===== config.mk =====
export PLATFORM = sky130hd
export DESIGN_NAME = exc_frame_seq
export DESIGN_NICKNAME = d
export VERILOG_FILES = /design/src/rtl/exc_seq_pkg.sv /design/src/rtl/exc_pending_arb.sv /design/src/rtl/exc_word_gen.sv /design/src/rtl/exc_frame_seq.sv
export SDC_FILE = /design/constraint.sdc
export NUM_CORES = 1
export LEC_CHECK = 0
export BUFFER_PORTS_ARGS = -buffer_cell sky130_fd_sc_hd__buf_2
export CAP_MARGIN = 20
export CORE_MARGIN = 10
export CORE_UTILIZATION = 40
export DETAILED_ROUTE_END_ITERATION = 6
export GPL_ROUTABILITY_DRIVEN = 0
export HOLD_SLACK_MARGIN = 0.06
export PLACE_DENSITY = 0.65
export SYNTH_ARGS = -nofsm -noshare
export SYNTH_HDL_FRONTEND = slang
export SYNTH_SLANG_ARGS = --single-unit

===== constraint.sdc =====
create_clock -name clk -period 6.6 [get_ports clk]
set_clock_uncertainty 0.2 [all_clocks]
set_input_delay 0.66 -clock clk [delete_from_list [all_inputs] [get_ports clk]]
set_output_delay 0.66 -clock clk [all_outputs]
set_load 0.01 [all_outputs]

===== src/rtl/exc_seq_pkg.sv =====
package exc_seq_pkg;
  localparam int NSRC     = 11;
  localparam int SRC_W    = 4;
  localparam int G1_FIRST = 3;
  localparam int G2_FIRST = 7;

  typedef enum logic [1:0] {GRP_0 = 2'd0, GRP_1 = 2'd1, GRP_2 = 2'd2} grp_e;
  typedef enum logic [1:0] {ST_IDLE, ST_SEND, ST_DONE} st_e;

  function automatic grp_e grp_of(input logic [SRC_W-1:0] s);
    if (s < SRC_W'(G1_FIRST))      return GRP_0;
    else if (s < SRC_W'(G2_FIRST)) return GRP_1;
    else                           return GRP_2;
  endfunction
endpackage


===== src/rtl/exc_pending_arb.sv =====
module exc_pending_arb
  import exc_seq_pkg::*;
#(
  parameter int N   = NSRC,
  parameter int ID_W = SRC_W
) (
  input  logic            clk,
  input  logic            rst_n,
  input  logic [N-1:0]    req,
  input  logic            take,
  output logic            any,
  output logic [ID_W-1:0] pick_id,
  output logic [N-1:0]    pick_oh
);
  logic [N-1:0] pending_q;
  logic [N-1:0] comb;

  assign comb    = pending_q | req;
  assign any     = |comb;
  assign pick_oh = comb & (~comb + N'(1));

  always_comb begin
    pick_id = '0;
    for (int i = N - 1; i >= 0; i--) begin
      if (comb[i]) pick_id = ID_W'(i);
    end
  end

  always_ff @(posedge clk) begin
    if (!rst_n)    pending_q <= '0;
    else if (take) pending_q <= comb & ~pick_oh;
    else           pending_q <= comb;
  end


  grant_onehot_chk: assert property (@(posedge clk) disable iff (!rst_n)
    $onehot0(pick_oh));

  grant_index_chk: assert property (@(posedge clk) disable iff (!rst_n)
    any |-> (pick_oh == (N'(1) << pick_id)));

  pending_kept_chk: assert property (@(posedge clk) disable iff (!rst_n)
    (!take && any) |=> ((pending_q & $past(comb)) == $past(comb)));
endmodule


===== src/rtl/exc_word_gen.sv =====
module exc_word_gen #(
  parameter int SLOT_W = 5,
  parameter int PC_W   = 32
) (
  input  logic [SLOT_W-1:0] slot,
  input  logic [15:0]       sr,
  input  logic [PC_W-1:0]   pc,
  input  logic [3:0]        fmt,
  input  logic [7:0]        vec,
  output logic [15:0]       word
);
  always_comb begin
    if (slot >= SLOT_W'(4))      word = 16'h0000;
    else if (slot == SLOT_W'(3)) word = {fmt, 2'b00, vec, 2'b00};
    else if (slot == SLOT_W'(2)) word = pc[15:0];
    else if (slot == SLOT_W'(1)) word = pc[31:16];
    else                         word = sr;
  end
endmodule


===== src/rtl/exc_frame_seq.sv =====
module exc_frame_seq
  import exc_seq_pkg::*;
#(
  parameter int       ADDR_W        = 32,
  parameter int       G0_LONG_WORDS = 29,
  parameter int       SHORT_WORDS   = 3,
  parameter int       EXT_WORDS     = 4,
  parameter logic [3:0] FMT_LONG    = 4'h8,
  parameter logic [3:0] FMT_SHORT   = 4'h0
) (
  input  logic              clk,
  input  logic              rst_n,
  input  logic [NSRC-1:0]   req,
  input  logic              frame_ext,
  input  logic [15:0]       sr_in,
  input  logic [31:0]       pc_in,
  input  logic [7:0]        vec_in,
  input  logic [ADDR_W-1:0] ssp_in,
  output logic              wr_valid,
  input  logic              wr_ready,
  output logic [ADDR_W-1:0] wr_addr,
  output logic [15:0]       wr_data,
  output logic              done,
  output logic [SRC_W-1:0]  done_src,
  output logic [1:0]        done_grp,
  output logic [ADDR_W-1:0] ssp_out
);
  localparam int CNT_W = $clog2(G0_LONG_WORDS + 1);

  st_e               state_q;
  logic [CNT_W-1:0]  slot_q;
  logic [ADDR_W-1:0] sp_q;
  logic [15:0]       sr_q;
  logic [31:0]       pc_q;
  logic [7:0]        vec_q;
  logic [3:0]        fmt_q;
  logic [SRC_W-1:0]  src_q;
  grp_e              grp_q;

  logic              any;
  logic [SRC_W-1:0]  pick_id;
  logic [NSRC-1:0]   pick_oh;
  logic              accept;
  grp_e              pick_grp;
  logic [CNT_W-1:0]  nwords;
  logic              hs;

  assign accept   = (state_q == ST_IDLE) && any;
  assign pick_grp = grp_of(pick_id);
  assign hs       = wr_valid && wr_ready;

  exc_pending_arb #(.N(NSRC), .ID_W(SRC_W)) u_arb (
    .clk     (clk),
    .rst_n   (rst_n),
    .req     (req),
    .take    (accept),
    .any     (any),
    .pick_id (pick_id),
    .pick_oh (pick_oh)
  );

  always_comb begin
    if (pick_id == '0)        nwords = '0;
    else if (!frame_ext)      nwords = CNT_W'(SHORT_WORDS);
    else if (pick_grp == GRP_0) nwords = CNT_W'(G0_LONG_WORDS);
    else                      nwords = CNT_W'(EXT_WORDS);
  end

  always_ff @(posedge clk) begin
    if (!rst_n) begin
      state_q <= ST_IDLE;
      slot_q  <= '0;
      sp_q    <= '0;
      sr_q    <= '0;
      pc_q    <= '0;
      vec_q   <= '0;
      fmt_q   <= '0;
      src_q   <= '0;
      grp_q   <= GRP_0;
    end else begin
      case (state_q)
        ST_IDLE: if (accept) begin
          src_q  <= pick_id;
          grp_q  <= pick_grp;
          sr_q   <= sr_in;
          pc_q   <= pc_in;
          vec_q  <= vec_in;
          sp_q   <= ssp_in;
          fmt_q  <= (pick_grp == GRP_0) ? FMT_LONG : FMT_SHORT;
          if (nwords == '0) begin
            state_q <= ST_DONE;
          end else begin
            slot_q  <= nwords - CNT_W'(1);
            state_q <= ST_SEND;
          end
        end
        ST_SEND: if (wr_ready) begin
          sp_q <= sp_q - ADDR_W'(2);
          if (slot_q == '0) state_q <= ST_DONE;
          else              slot_q  <= slot_q - CNT_W'(1);
        end
        default: state_q <= ST_IDLE;
      endcase
    end
  end

  exc_word_gen #(.SLOT_W(CNT_W), .PC_W(32)) u_word (
    .slot (slot_q),
    .sr   (sr_q),
    .pc   (pc_q),
    .fmt  (fmt_q),
    .vec  (vec_q),
    .word (wr_data)
  );

  assign wr_valid = (state_q == ST_SEND);
  assign wr_addr  = sp_q - ADDR_W'(2);
  assign done     = (state_q == ST_DONE);
  assign done_src = src_q;
  assign done_grp = grp_q;
  assign ssp_out  = sp_q;


  hold_on_stall_chk: assert property (@(posedge clk) disable iff (!rst_n)
    (wr_valid && !wr_ready) |=> (wr_valid && $stable(wr_addr) && $stable(wr_data)));

  addr_step_chk: assert property (@(posedge clk) disable iff (!rst_n)
    (hs && slot_q != '0) |=> (wr_valid && wr_addr == $past(wr_addr) - ADDR_W'(2)));

  done_after_last_chk: assert property (@(posedge clk) disable iff (!rst_n)
    (hs && slot_q == '0) |=> (done && !wr_valid));

  done_pulse_chk: assert property (@(posedge clk) disable iff (!rst_n)
    done |=> !done);

  prompt_start_chk: assert property (@(posedge clk) disable iff (!rst_n)
    accept |=> (wr_valid || done));

  reset_no_write_chk: assert property (@(posedge clk) disable iff (!rst_n)
    (accept && pick_id == '0) |=> (done && !wr_valid && ssp_out == $past(ssp_in)));
endmodule


==> flow_metrics.tcl <==
set metrics [dict create \
    io_pins 191 \
    vias 6018 \
    cts.htree.levels 4 \
    yosys-top-cells-count "nand2_1 (172), dfxtp_1 (113), nor2_1 (88), a21oi_1 (65), a21boi_0 (40)" \
    cts_sinks 113 \
    synth_top_area_share_pct 37.7 \
    maxCapViolations 0 \
    crit_fanout 9 \
    power_frac_comb_pct 44.6 \
    multi_input_area_um2 3440 \
    cts_buffer_depth 2 \
    synth_cell_types 59 \
    ff_latch_area_um2 2260 \
    setup.worst_path.class "flop to output port" \
    yosysWarnings 0 \
    cts_tree "done" \
    dp_hpwl_mm 12.8 \
    irDropWorstVdd_uv 217 \
    synth.area.top_cells "dfxtp_1 (38%), nand2_1 (11%), nor2_1 (5.5%)" \
    start_kind "flop" \
    yosys.area.top_type "dfxtp_1" \
    finalSetupViolations 0 \
    async_reset_ff_share_pct 0 \
    tns_ps 0 \
    placement.io_buffers 190 \
    max_freq_mhz 250 \
    arrival_ps 3140 \
    num-fill-cells 1476 \
    synth.most_common_cell "nand2_1" \
    grt_max_degree 68 \
    syn_avg_cell_area_um2 7.61 \
    wl_mm 18.5 \
    drive_above_1_share_pct 25.1 \
    p_switching_mw 1.50 \
    antenna_cells 0 \
    core_area_um2 14600 \
    post-cts-setup-buffer-count 0 \
    drcViolationCount 0 \
    synth_flop_cell "dfxtp_1" \
    required_ps 5740 \
    vias_per_cell 5.24 \
    seq_power_share_pct 28.6 \
    rsz0062_at_grt "no" \
    status "finished clean" \
    cts_hold_buf 0 \
    nets 1062 \
    max_slew_margin_pct 26.0 \
    syn_to_final_growth_pct 27.1 \
    netSwitchingFraction_pct 41.5 \
    wire_per_inst_um 16.1 \
    cts_buffers 17 \
    gr-total-overflow 0 \
    cts_root_buffer "clkbuf_16" \
    tightest_slew_ps 1110 \
    power_mw 3.61 \
    max_stage_delay_ps 550 \
    final-hold-violation-count 0 \
    slowest_stage "or3_1" \
    end_kind "output port" \
    grt_antenna_before_repair 1 \
    ant_nets 0 \
    rows 44 \
    cp_cell_sequence "inv_1 > ha_1 > nor3b_1 > nand2_1 > or3_1 > or4_4 > xnor2_1 > buf_2" \
    p_leak_nw 3.31 \
    grt_pass1_vias 5921 \
    synth_fp_nets 900 \
    dieArea_um2 20300 \
    die_w_um 143 \
    grt_pass1_wl_mm 30.0 \
    syn_area_um2 6010 \
    crit_family "simple AND/OR/NAND/NOR gates" \
    synth_cells 790 \
    ys_seq_area_share_pct 37.7 \
    timing.final.crit_share_pct 60.7 \
    initial_utilization_pct 41.0 \
    clock_latency_ps 420 \
    die_h_um 143 \
    power.density_nw_per_um2 473 \
    cts_resized 0 \
    p_int_mw 2.11 \
    hp-class "flop to flop" \
    ys_seq_elements 113 \
    slew_violations 0 \
    grt.total_usage_pct 17.9 \
    drtPass1Iterations 5 \
    path_clk_slew_ps 50 \
    clkPwrFrac_pct 26.8 \
    holdWs_ps 253 \
    synth_edf_count 0 \
    crit_buf_inv 2 \
    drtIter0Drc 337 \
    period_needed_ps 4000 \
]
[kinds of logic (layout without fill, tap and decap cells)]
group | Yosys count | after routing | synth area share (%)
AND/OR/NAND/NOR | 360 | 360 | 26.8
AO/OA/AOI/OAI | 189 | 189 | 19.8
flip-flops | 113 | 113 | 37.7
multiplexers | 28 | 28 | 4.66
XOR/XNOR | 28 | 28 | 4.08
adder cells (fa/ha/maj) | 7 | 7 | 1.46
buffers and inverters | 65 | 240 | 5.50
[power by group through the flow]
stage / clock (mW) / sequential (mW) / combinational [mW]
CTS: 0.980 / 1.03 / 1.61
global route: 1.01 / 1.06 / 1.80
floorplan: 0 / 1.03 / 1.11
finish: 0.969 / 1.03 / 1.61
detailed placement: 0 / 1.04 / 1.60
global placement: 0 / 1.04 / 1.59
[through the flow]
stage	setup slack (ps)	instance area, um^2	std cells	util, %
after CTS	2590	7590	1147	51.8
final	2600	7640	1149	52.1
after detailed placement	2250	6970	1115	47.6
after global placement	2340	6970	1115	47.6
after global routing	2190	7640	1149	52.1
after floorplan	3330	6010	790	-
[cells in the final DEF (no fill, tap or decap), types with 3 or more instances in the layout]
| cell | n |
|---|---|
| a211oi_1 | 7 |
| a21boi_0 | 40 |
| a21oi_1 | 64 |
| a22oi_1 | 3 |
| a31oi_1 | 7 |
| and2_1 | 3 |
| buf_2 | 190 |
| buf_4 | 5 |
| bufinv_16 | 4 |
| clkbuf_1 | 3 |
| clkbuf_16 | 17 |
| clkinv_2 | 3 |
| clkinvlp_4 | 3 |
| dfxtp_1 | 113 |
| ha_1 | 7 |
| inv_1 | 9 |
| mux2i_1 | 28 |
| nand2_1 | 172 |
| nand2b_1 | 3 |
| nand3_1 | 19 |
| nand3b_1 | 4 |
| nand4_1 | 4 |
| nor2_1 | 88 |
| nor3_1 | 25 |
| nor4_1 | 11 |
| o21ai_0 | 34 |
| o22ai_1 | 5 |
| o31ai_1 | 5 |
| or3_1 | 8 |
| or4_1 | 5 |
| xnor2_1 | 17 |
| xor2_1 | 11 |
[registers in the layout, indices dropped and copies added (netlist names), 4 cells and up]
| name | flops |
|---|---|
| done_src | 4 |
| pc_q | 32 |
| slot_q | 5 |
| sr_q | 16 |
| ssp_out | 32 |
| u_arb.pending_q | 11 |
| vec_q | 8 |
[worst reg2reg max path: stages (launching register included)]
cell     delay (ps)
dfxtp_1         320
nor4_1          610
nand2_1         350
o31a_2          400
buf_4           320
a21oi_4         960
a311o_1         370
a31oi_1          70
nor4_1          230
[routing by layer]
layer  share of wire (%)  routed length [um]  GRT usage [%]
met1                  46                8430           22.5
met2                  46                8480           28.3
met3                 7.3                1350           6.07
met4                 1.1                 207           5.81
met5               0.070                  13              0
[area by class of cell]
| cell class | instances | share of cell area, % |
|---|---|---|
| repair buffers | 197 | 13.6 |
| well taps | 184 | 3.01 |
| clock inverters | 10 | 2.06 |
| clock buffers | 22 | 6.08 |
| flip-flops and latches | 113 | 29.6 |
| multi-input cells | 612 | 45.1 |
| inverters | 11 | 0.541 |
[worst paths after layout]
| path | slack (ps) | cells past startpoint | start | to |
|---|---|---|---|---|
| worst min-delay path | 250 | 2 | vec_q[1] | vec_q[1] |
| worst max-delay path | 2600 | 8 | ssp_out[1] | wr_addr[29] |
| worst max register to register | 2680 | 8 | u_arb.pending_q[5] | slot_q[2] |
| worst min register to register | 250 | 2 | vec_q[1] | vec_q[1] |
No activity file was read; power rests on OpenSTA's default activity.
